## config.mk

```make
export PLATFORM = sky130hd
export DESIGN_NAME = ps2_scan_reader
export DESIGN_NICKNAME = d
export VERILOG_FILES = /design/src/rtl/ps2_scan_reader.sv
export SDC_FILE = /design/constraint.sdc
export NUM_CORES = 1
export LEC_CHECK = 0
export CORE_MARGIN = 1
export CORE_UTILIZATION = 43
export CTS_CLUSTER_DIAMETER = 100
export CTS_CLUSTER_SIZE = 40
export DETAILED_ROUTE_END_ITERATION = 12
export DONT_BUFFER_PORTS = 1
export HOLD_SLACK_MARGIN = 0.12
export PLACE_DENSITY_LB_ADDON = 0.25
export SLEW_MARGIN = 5
export SYNTH_ARGS = -nofsm -noshare
export SYNTH_HDL_FRONTEND = slang
export SYNTH_SLANG_ARGS = --single-unit
export TNS_END_PERCENT = 5
```

## constraint.sdc

```tcl
create_clock -name clk -period 2.5 [get_ports clk]
set_input_delay 0.5 -clock clk [delete_from_list [all_inputs] [get_ports clk]]
set_output_delay 0.5 -clock clk [all_outputs]
set_load 0.02 [all_outputs]
```

## src/rtl/ps2_scan_reader.sv

```systemverilog
module ps2_scan_reader #(
  parameter int FRAME_BITS  = 11,
  parameter int FRAME_COUNT = 3,
  parameter int SYNC_STAGES = 2,
  parameter int CODE_W      = 8
) (
  input  logic              clk,
  input  logic              rst,
  input  logic              kb_clk,
  input  logic              kb_data,
  output logic [CODE_W-1:0] scan_code,
  output logic              busy
);
  localparam int TOTAL = FRAME_BITS * FRAME_COUNT;
  localparam int CNT_W = $clog2(TOTAL + 1);
  localparam logic [CNT_W-1:0] LAST_IDX = CNT_W'(TOTAL - 1);

  typedef enum logic [2:0] {
    ST_IDLE, ST_WAIT_RISE, ST_WAIT_FALL, ST_LOAD, ST_WAIT_END
  } state_t;

  logic [SYNC_STAGES-1:0] clk_sync, dat_sync;
  logic                   kclk_prev;
  logic                   kclk_s, kdat_s, kfall;

  always_ff @(posedge clk) begin
    if (rst) begin
      clk_sync  <= '1;
      dat_sync  <= '1;
      kclk_prev <= 1'b1;
    end else begin
      clk_sync  <= {clk_sync[SYNC_STAGES-2:0], kb_clk};
      dat_sync  <= {dat_sync[SYNC_STAGES-2:0], kb_data};
      kclk_prev <= kclk_s;
    end
  end

  assign kclk_s = clk_sync[SYNC_STAGES-1];
  assign kdat_s = dat_sync[SYNC_STAGES-1];
  assign kfall  = kclk_prev & ~kclk_s;

  logic                  shift_en, cnt_clr, cnt_inc, load_out, cnt_done;
  logic [FRAME_BITS-1:0] shift_reg;
  logic [CNT_W-1:0]      bit_cnt;

  always_ff @(posedge clk) begin
    if (rst) begin
      shift_reg <= '1;
      bit_cnt   <= '0;
      scan_code <= '0;
    end else begin
      if (shift_en) shift_reg <= {kdat_s, shift_reg[FRAME_BITS-1:1]};
      if (cnt_clr)      bit_cnt <= '0;
      else if (cnt_inc) bit_cnt <= bit_cnt + 1'b1;
      if (load_out) scan_code <= shift_reg[CODE_W:1];
    end
  end

  assign cnt_done = (bit_cnt == LAST_IDX);

  state_t state, state_nx;

  always_ff @(posedge clk) begin
    if (rst) state <= ST_IDLE;
    else     state <= state_nx;
  end

  always_comb begin
    state_nx = state;
    shift_en = 1'b0;
    cnt_clr  = 1'b0;
    cnt_inc  = 1'b0;
    load_out = 1'b0;
    case (state)
      ST_IDLE, ST_WAIT_FALL:
        if (kfall) begin
          shift_en = 1'b1;
          if (cnt_done) begin
            cnt_clr  = 1'b1;
            state_nx = ST_LOAD;
          end else begin
            cnt_inc  = 1'b1;
            state_nx = ST_WAIT_RISE;
          end
        end
      ST_WAIT_RISE: if (kclk_s) state_nx = ST_WAIT_FALL;
      ST_LOAD: begin
        load_out = 1'b1;
        state_nx = ST_WAIT_END;
      end
      ST_WAIT_END: if (kclk_s) state_nx = ST_IDLE;
      default: state_nx = ST_IDLE;
    endcase
  end

  assign busy = (state == ST_WAIT_RISE) || (state == ST_WAIT_FALL) || (state == ST_LOAD);
endmodule


```

# Word level (Yosys, flattened, before mapping)

Index checks and enable logic that the tools add are counted.

$add $sub $neg: 1
Multiply operators: 0
Div/mod/pow operators: 0
Magnitude comparators: 0
Equality and inequality tests: 8
Shifts and indexed selects: 0
Multiplexer cells: 14
Bitwise gates (word level): 2
Reduce and logical (&&, ||, !) cells: 6

Operators with widths:

| kind                | number |
|---|---|
| $pmux 3 s4          | 1 |
| $mux 1              | 9 |
| $mux 3              | 3 |
| $add 6x1->6 const B | 1 |
| $eq 3x2->1 const B  | 2 |
| $eq 6x6->1 const B  | 1 |
| $ne 2x2->1 const B  | 3 |
| $reduce_or 2->1     | 2 |
| $eq 3x1->1 const B  | 1 |
| $eq 3x3->1 const B  | 1 |
| $logic_not 3->1     | 1 |
| $reduce_and 3->1    | 1 |
| $logic_or 1x1->1    | 2 |
| $mux 2              | 1 |
| $and 1x1->1         | 1 |
| $not 1->1           | 1 |

Bits in registers: 33
Bits in latches: 0
Memory bits (writable): 0
Memory bits (read-only): 0
Bits of input ports: 4
Output and inout port bits: 9
Logic and storage cells: 38
Memories: 0

# Depth between registers and ports, before layout

Gate-level depths: netlist of run 1.

Depth in word-level cells: 5
Gate-level depth with buffers: 5
Gate-level depth less buffers: 5

# Least setup slack after synthesis of run 1

No wires, ideal clock.

Path kind: register to register
Start: register state[0]
End: register bit_cnt[5]
Setup time: 0.067 ns
Arrival: 1.333 ns
Required time: 2.433 ns
Setup slack: 1.101 ns
Cell stages (with the launch flop): 6
Buffers on the path: 1
Clock period less this slack: 1.399 ns
Path through: dfxtp_1 buf_6 nor4b_4 nand4_1 mux2_2 a21oi_2

Longest elaborated chain between the ends: 4

RTL lines:

| what                                          | RTL line | RTL |
|---|---|---|
| start, declared                               | 61       | `state_t state, state_nx;` |
| start signal, assigned                        | 65       | `else state <= state_nx;` |
| $eq 3x2->1 or $logic_not 3->1 (tied branches) | 74       | `case (state)` |
| $reduce_or 2->1 *                             | 74       |  |
| $mux 1                                        | 74       |  |
| $reduce_or 2->1 (no line)                     | --       |  |
| end signal, assigned                          | 54       | `else if (cnt_inc) bit_cnt <= bit_cnt + 1'b1;` |
| end, declared                                 | 44       | `logic [CNT_W-1:0] bit_cnt;` |

Mark *: on every way between the ends. The rest lies on a longest branch, timed or not.
A chain may end at the register's enable or synchronous reset.

# Worst setup path after layout of run 1

Start: register state[0]
End: output busy

Longest elaborated chain between the ends: 3

RTL lines:

| what                                     | RTL line | RTL |
|---|---|---|
| $eq 3x1->1 or $eq 3x2->1 (tied branches) | 96       | `assign busy = (state == ST_WAIT_RISE) \|\| (state == ST_WAIT_FALL) \|\| (state == ST_LOAD);` |
| $logic_or 1x1->1                         | 96       |  |
| $logic_or 1x1->1 *                       | 96       |  |
| end, declared                            | 12       | `output logic busy` |

Marked as above.

==> results.cfg, run 1 <==
[floorplan]
start_util_pct = 45.4
pin_count = 13
core_area_mm2 = 0.00276
dieWidth_um = 55.9
fp.dieArea_mm2 = 0.00313
std_cell_rows = 19
fp.dieH_um = 55.9

[drt]
route.detailed.wl_per_inst_um = 12.5
postRouteAntennaNets = 0
routed-via-count = 875
drc_errors = 0
post_drt_via_cell_ratio = 5.24
drt_first_iter_violations = 8
wirelength_um = 2090
dr.pass1.iters = 3

[power]
p_leak_nw = 0.591
share_seq_of_total_power_pct = 59.5
netSwitchingPower_mw = 0.198
power_share_of_the_clock_group_pct = 36.1
intPower_mw = 0.702
power.share.combinational_pct = 4.3
netSwitchingFraction_pct = 22.0
max-vdd-ir-drop_mv = 0.404
power_density_mw_per_mm2 = 679

[synth]
synth_area_leaders = dfxtp_1 (51%), mux2i_1 (7.2%), nand3b_1 (7.2%), nand2_1 (6.9%), nor2_1 (3.9%)
synthTopCellsByCount = dfxtp_1 (32), nand2_1 (23), nor2_1 (13)
synth.distinct_cells = 24
yosysTopAreaCellShare_pct = 51.2
synth_top_flop_cell = dfxtp_1
syn-instance-count = 135
synth_enable_flop_cells = 0
mappedNetlistNets = 141
synth_top_cell_by_area = dfxtp_1
ys_seq_area_share_pct = 51.2
synth-async-reset-ratio_pct = 0
synthesis.area_per_instance_um2 = 9.27
post-synth-top-count-cell = dfxtp_1
yosys_warnings = 0
flop_and_latch_count_out_of_synthesis = 32
synth_area_mm2 = 0.00125

[global_route]
grt_overflow_total = 0
grt_antenna_before_repair = 0
tot_gr_track_use_pct = 14.9
grt_max_degree = 33
grt_pass1_vias = 839
wire_length_of_the_first_global_routing_pass_um = 3520

[setup_path]
worst-path-max-fanout = 7
worst-endpoint-arrival_ps = 1250
critPathKind = flip-flop to output port
reg2reg_slack_ps = 990
slowest_stage = dfxtp_1
worstPathRequired_ps = 2000
worst_path_dominant_cell_family = flip-flops
cpPeakStageDelay_ps = 500
critical_path.n_buffers_inverters = 0
worstReg2RegStart = state[0]
crit-reg2reg-capture = bit_cnt[5]
ff2ff_path_depth = 5
critical_path.startpoint_type = flip-flop
cp_cell_sequence = nor2_1 -> nor2_1
cp_common_cell = nor2_1
timing.critical_path.to_type = output port

[timing]
finalCriticalPeriod_ps = 1750
hold_viol_final = 0
timing.final.crit_share_pct = 70.0
setup_ws_ps = 750
maxClockFrequency_mhz = 571
max_slew.worst_pin.slew_ps = 560
timing.hold.ws_ps = 225
clock-skew-final_ps = 6.37
setup_repair_after_global_routing_missed_its_margin = false
slew_headroom_pct = 62.6
setup_tns_after_final_layout_ps = 0
setup_violations = 0
maxSlewViolCount = 0

[finish]
fillerInstances = 259
storage_element_area_um2 = 641
layout.nets = 142
largest_register_ff_count = 10
n_antenna_cell = 0
utilization_pct = 48.1
instances_no_fill = 167
area_growth_syn_to_fin_pct = 6.00
multi_input_area_um2 = 559
final_layout_size_suffix_gt1_share_pct = 11.8

[cts]
cts.clk_slew.worst_paths_ps = 90
cts_hold_repair.buffers = 0
cts_num_sinks = 32
clk-insertion-delay-late_ps = 330
cts_inserted_buffers = 5
cts_setup_buffers = 0
cts_tree = built
htreeDepth = 2
clockRootBuffer = clkbuf_4
cts-root-to-sink-buffers = 2
cts-resized-gates = 0

[hold_path]
worstHoldStart = rst
min_path_type = input port to flip-flop
holdPathEnd = bit_cnt[5]
worst_hold_path.num_cells = 1

[placement]
portBuffers = 0
globalplace.congestion = 0.758
preCtsSetupSlack_ps = 992
place.detailed.instances = 160
hpwl_um = 1360

[run_status]
status = finished, final reports clean

[flow_run]
max_cap_viol_count = 0
-- how the worst max path moves through the flow --
stage          startpoint          to  slack [ps]  cells past startpoint
6_report         state[0]        busy         750                      2
5_1_grt          state[0]        busy         680                      2
4_1_cts          state[0]        busy         720                      2
3_5_place_dp     state[0]  bit_cnt[5]         990                      5
3_3_place_gp     state[0]  bit_cnt[5]        1040                      5
2_1_floorplan    state[0]  bit_cnt[5]        1100                      5
-- cell usage in the layout, fill, tap and decap left out --
cell type and count:
nor2_1 13, buf_4 1, ha_1 2, mux2i_1 9, nor4b_4 1, mux2_2 1
inv_1 4, nand2b_1 1, or3_1 1, dfxtp_1 32, a21oi_1 4, a21oi_2 1
nand4_1 3, and3_1 2, xor2_1 2, nand3b_1 12, nor3_1 2, or2_2 5
clkbuf_8 2, nand3_1 7, o21ai_0 2, o31ai_1 1, nand2_1 23, clkbuf_4 5
-- layout make-up --
cell class,instances,share of cell area (%)
inverter,4,1.13
timing repair buffer,1,0.566
tap,31,2.92
clock buffer,7,4.91
multi-input combinational,92,42.2
sequential,32,48.3
-- metal layers --
layer / wire [um] / part of all wire [%] / track usage [%] / up-vias
met5: 0 / 0 / 0 / -
met4: 57 / 2.7 / 10.5 / 0
met3: 82 / 3.9 / 5.35 / 7
met2: 958 / 46 / 23.9 / 15
met1: 986 / 47 / 16.4 / 405
li1: - / - / - / 448
-- through the flow --
stage	instance area (um2)	total power, mW
after floorplan	1250	0.584
final	1330	0.900
after CTS	1330	0.915
after global placement	1260	0.585
after detailed placement	1260	0.587
after global routing	1330	0.939
-- cell families (layout without fill, tap and decap cells) --
group	after synthesis	in the layout	synth area share [%]
AND/OR/NAND/NOR	70	70	29.5
AO/OA/AOI/OAI	8	8	3.70
flip-flops	32	32	51.2
multiplexers	10	10	8.10
buffers and inverters	11	12	4.10
adder cells (fa/ha/maj)	2	2	2.00
XOR/XNOR	2	2	1.40
-- worst reg2reg max path, delay by kind of cell, from the launching register on --
| family | cells | cell delay, ps |
|---|---|---|
| and+or+nand+nor | 2 | 410 |
| DFF | 1 | 400 |
| muxes | 1 | 280 |
| buffers and inverters | 1 | 260 |
| AOI/OAI and AO/OA | 1 | 120 |
-- power groups by stage --
stage | Combinational, mW | Sequential, mW | Clock, mW
6_report | 0.0390 | 0.536 | 0.325
5_1_grt | 0.0445 | 0.538 | 0.356
4_1_cts | 0.0395 | 0.536 | 0.339
3_5_place_dp | 0.0394 | 0.548 | 0
3_3_place_gp | 0.0378 | 0.547 | 0
2_1_floorplan | 0.0398 | 0.544 | 0
No activity file was read; power rests on OpenSTA's default activity.
==> inputs of run 2 (changes only) <==
Clock period 2.5 ns to 1.57 ns, I/O delays scaled along.
==> run 2 against run 1 <==
Against the previous run: first-iteration DRC count rose to 3.6 times the previous value; worst setup slack worse by 660 ps; sequential share of layout area down 3.0 points; count of clock-buffer cells in the layout unchanged; register-to-register slack worse by 880 ps; clock power up 110%; sequential power up 59%; clock skew up 2.9 ps; highest routed layer unchanged.
==> results.cfg, run 2 (synthesis gave the netlist of run 1 again) <==
[run_status]
status = finished, final reports clean

[timing]
hold_viol_final = 0
clock-skew-final_ps = 9.28
finalCriticalPeriod_ps = 1480
setup_tns_after_final_layout_ps = 0
maxClockFrequency_mhz = 674
setup_violations = 0
max_slew.worst_pin.slew_ps = 922
setup_ws_ps = 86.1
maxSlewViolCount = 0
timing.final.crit_share_pct = 94.5
slew_headroom_pct = 38.5
setup_repair_after_global_routing_missed_its_margin = false

[finish]
largest_register_ff_count = 10
instances_no_fill = 174
final_common_cell = dfxtp_1
area_growth_syn_to_fin_pct = 13.0
final_cell_area_mm2 = 0.00141
n_antenna_cell = 0
final_layout_size_suffix_gt1_share_pct = 14.7
most-common-layout-cells = dfxtp_1 (32), nand2_1 (23), nor2_1 (12), nand3b_1 (12), mux2i_1 (9)
layout.nets = 148

[setup_path]
worst_setup_path_startpoint = state[0]
critical_path.startpoint_type = flip-flop
critPathKind = flip-flop to output port
ff2ff_path_depth = 4
worst-path-max-fanout = 7
worstReg2RegStart = state[0]
worstPathRequired_ps = 1260
worst-endpoint-arrival_ps = 1170
last_element_of_the_critical_path = busy
timing.critical_path.to_type = output port
reg2reg_slack_ps = 110
crit-reg2reg-capture = bit_cnt[5]

[drt]
route.detailed.wl_per_inst_um = 12.4
postRouteAntennaNets = 0
wirelength_um = 2160
routed-via-count = 886
drt_first_iter_violations = 29
post_drt_via_cell_ratio = 5.09
drc_errors = 0
dr.pass1.iters = 4

[cts]
cts_tree = built
clk-insertion-delay-late_ps = 330
clockRootBuffer = clkbuf_4
cts_inserted_buffers = 5
cts.clk_slew.worst_paths_ps = 100
htreeDepth = 2
cts-root-to-sink-buffers = 2
cts_setup_buffers = 0
cts_num_sinks = 32

[power]
power.share.combinational_pct = 5.0
power_density_mw_per_mm2 = 1150
netSwitchingFraction_pct = 20.4
max-vdd-ir-drop_mv = 0.852
netSwitchingPower_mw = 0.333
power_share_of_the_clock_group_pct = 42.6
intPower_mw = 1.30
p_leak_nw = 0.641
finalPower_mw = 1.63
share_seq_of_total_power_pct = 52.4

[placement]
place.detailed.instances = 163
preCtsSetupSlack_ps = 139
hpwl_um = 1360
placedInstanceArea_mm2 = 0.00128
portBuffers = 0
globalplace.congestion = 0.824

[floorplan]
core_area_mm2 = 0.00276
pin_count = 13
fp.dieH_um = 55.9
std_cell_rows = 19
fp.dieArea_mm2 = 0.00313
start_util_pct = 45.4
dieWidth_um = 55.9

[hold_path]
worstHoldStart = rst
min_path_type = input port to flip-flop

[global_route]
grt_max_degree = 31
tot_gr_track_use_pct = 15.3
grt_overflow_total = 0
grt_pass1_vias = 809
grt_antenna_before_repair = 0
wire_length_of_the_first_global_routing_pass_um = 3640

[flow_run]
max_cap_viol_count = 0
-- run 2: cell count changes in the layout (fill, tap and decap cells not counted), sizes merged --
cell and change:
buf +3, dlymetal6s4s +1, dlygate4sd3 +2, bufinv +1
-- run 2: layer usage --
layer | track usage [%] | part of all wire (%)
met1 | 20.0 | 50
met2 | 22.7 | 44
met3 | 5.12 | 4.0
met4 | 7.32 | 1.8
met5 | 0 | 0
-- run 2: critical path: stages, from the launching register on --
cell and delay (ps):
dfxtp_1 510, nor2_1 120, nor2_2 220
-- run 2: area by class of cell --
cell class,count,area [um2]
Clock buffer,7,65.1
Clock inverter,1,30.0
Fill cell,263,1340
Inverter,4,15.0
Multi-Input combinational cell,92,562
Sequential cell,32,641
Tap cell,31,38.8
Timing Repair Buffer,7,62.6
-- run 2: power groups by stage --
stage,clock [mW],sequential [mW],combinational (mW)
6_report,0.693,0.854,0.0810
5_1_grt,0.749,0.857,0.0924
4_1_cts,0.709,0.854,0.0812
3_5_place_dp,0,0.873,0.0656
3_3_place_gp,0,0.872,0.0637
2_1_floorplan,0,0.867,0.0634
-- run 2: worst min-delay path by stage --
stage / to / slack [ps] / depth (start not counted)
after global routing: bit_cnt[2] / 140 / 2
after floorplan: clk_sync[1] / 390 / 1
after CTS: bit_cnt[2] / 160 / 2
after global placement: bit_cnt[5] / 380 / 1
final: bit_cnt[2] / 160 / 2
after detailed placement: bit_cnt[5] / 380 / 1
-- run 2: through the flow --
step	hold slack (ps)	utilization [%]
after CTS	159	51.1
after floorplan	389	-
after global routing	144	51.3
after detailed placement	382	46.6
final	163	51.3
after global placement	381	46.6
-- run 2: repair_timing --
action	4_1_cts	5_1_grt
gates resized for setup	0	2
hold buffers	3	0
endpoints found under the hold margin	30	0
endpoints found under the setup margin	0	2
==> inputs of run 3 (changes only) <==
Settings changed: CORE_UTILIZATION 43 to 52.
==> run 3 against run 2 <==
Against the previous run: flip-flop and latch count unchanged; cell count decreased by 2.3%; largest cell class unchanged; clock power shrank 31%; die area is 17% lower; critical endpoint unchanged; sequential share of layout area rose by 1.5 points; register-to-register slack better by 50 ps; maximum frequency is 0.28% higher.
==> results.cfg, run 3 (synthesis gave the netlist of run 1 again) <==
[drt]
route.detailed.wl_per_inst_um = 12.1
routed-via-count = 895
wirelength_um = 2050
dr.pass1.iters = 4
drc_errors = 0
drt_first_iter_violations = 6
postRouteAntennaNets = 0
post_drt_via_cell_ratio = 5.26

[finish]
final_common_cell = dfxtp_1
largest_register_ff_count = 10
most-common-layout-cells = dfxtp_1 (32), nand2_1 (23), nor2_1 (12), nand3b_1 (12), mux2i_1 (9)
n_antenna_cell = 0
final_layout_size_suffix_gt1_share_pct = 14.1
multi_input_area_um2 = 562
area_growth_syn_to_fin_pct = 9.40
layout.nets = 147
fillerInstances = 203
storage_element_area_um2 = 641

[setup_path]
cpPeakStageDelay_ps = 500
reg2reg_slack_ps = 160
worst_path_dominant_cell_family = flip-flops
critPathKind = flip-flop to output port
worstReg2RegStart = clk_sync[1]
worstPathRequired_ps = 1260
critical_path.startpoint_type = flip-flop
critical_path.n_buffers_inverters = 0
crit-reg2reg-capture = bit_cnt[1]
timing.critical_path.to_type = output port
cp_cell_sequence = nor2_1 -> nor2_2
worst-endpoint-arrival_ps = 1170
ff2ff_path_depth = 4
slowest_stage = dfxtp_1
worst-path-max-fanout = 7

[timing]
clock-skew-final_ps = 9.39
maxClockFrequency_mhz = 676
timing.final.crit_share_pct = 94.2
finalCriticalPeriod_ps = 1480
setup_ws_ps = 90.3
setup_repair_after_global_routing_missed_its_margin = false
setup_tns_after_final_layout_ps = 0
slew_headroom_pct = 39.6
hold_viol_final = 0
max_slew.worst_pin.slew_ps = 907
maxSlewViolCount = 0
setup_violations = 0

[global_route]
grt_pass1_vias = 837
tot_gr_track_use_pct = 19.8
grt_overflow_total = 0
grt_antenna_before_repair = 0
grt_max_degree = 31
wire_length_of_the_first_global_routing_pass_um = 3600

[floorplan]
fp.dieArea_mm2 = 0.00261
fp.dieH_um = 51.1
start_util_pct = 56.0
core_area_mm2 = 0.00223
std_cell_rows = 17
pin_count = 13
dieWidth_um = 51.1

[cts]
clk-insertion-delay-late_ps = 330
cts-root-to-sink-buffers = 2
cts_tree = built
cts_inserted_buffers = 5
cts_setup_buffers = 0
clockRootBuffer = clkbuf_4
cts_num_sinks = 32
cts.clk_slew.worst_paths_ps = 90
htreeDepth = 2

[power]
p_leak_nw = 0.622
finalPower_mw = 1.41
power_density_mw_per_mm2 = 1030
max-vdd-ir-drop_mv = 0.867

[placement]
hpwl_um = 1310
preCtsSetupSlack_ps = 206
globalplace.congestion = 0.770
portBuffers = 0

[hold_path]
worstHoldStart = rst
holdPathEnd = state[1]
min_path_type = input port to flip-flop
worst_hold_path.num_cells = 2

[run_status]
status = finished, final reports clean

[flow_run]
max_cap_viol_count = 0
-- run 3: changes by cell type in the layout (fill, tap and decap cells not counted), sizes merged --
cell / previous run / this run
clkinv: 0 / 2
buf: 4 / 3
bufinv: 1 / 0
clkbuf: 7 / 6
-- run 3: what timing repair did --
item,4_1_cts,5_1_grt
setup endpoints to repair,0,2
endpoints found under the hold margin,30,0
hold buffers,3,0
gates resized for setup,0,2
-- run 3: layer usage --
metal	global-route usage [%]	wire length, um	share of wire (%)	vias up
met1	23.4	1010	49	410
met3	6.55	61	3.0	7
met5	0	0	0	-
li1	-	-	-	464
met2	29.2	907	44	14
met4	15.3	70	3.4	0
-- run 3: layout make-up --
cell class | instances | share of cell area, %
sequential | 32 | 46.8
inverter | 4 | 1.10
timing repair buffer | 6 | 4.02
clock inverter | 2 | 0.731
clock buffer | 6 | 3.75
tap | 28 | 2.56
multi-input combinational | 92 | 41.0
-- run 3: worst max path at each step --
stage,depth (start not counted),slack [ps],start,to
final,2,90,state[0],busy
after global routing,2,7,state[0],busy
after CTS,2,2,state[0],busy
after detailed placement,5,210,state[0],bit_cnt[4]
after global placement,5,200,state[0],bit_cnt[3]
after floorplan,5,170,state[0],bit_cnt[5]
-- run 3: report_power, final --
part / internal (mW) / switching [mW] / leakage [nW]
clock network: 0.213 / 0.267 / 0.0380
logic: 0.0367 / 0.0424 / 0.324
registers: 0.835 / 0.0195 / 0.261
-- run 3: through the flow --
stage                     hold slack, ps  utilization (%)  instance area (um2)  instances
after detailed placement             381             57.0                 1270        159
final                                171             61.3                 1370        170
after CTS                            159             61.1                 1360        170
after floorplan                      389                -                 1250        135
after global routing                 164             61.3                 1370        170
after global placement               380             57.0                 1270        159
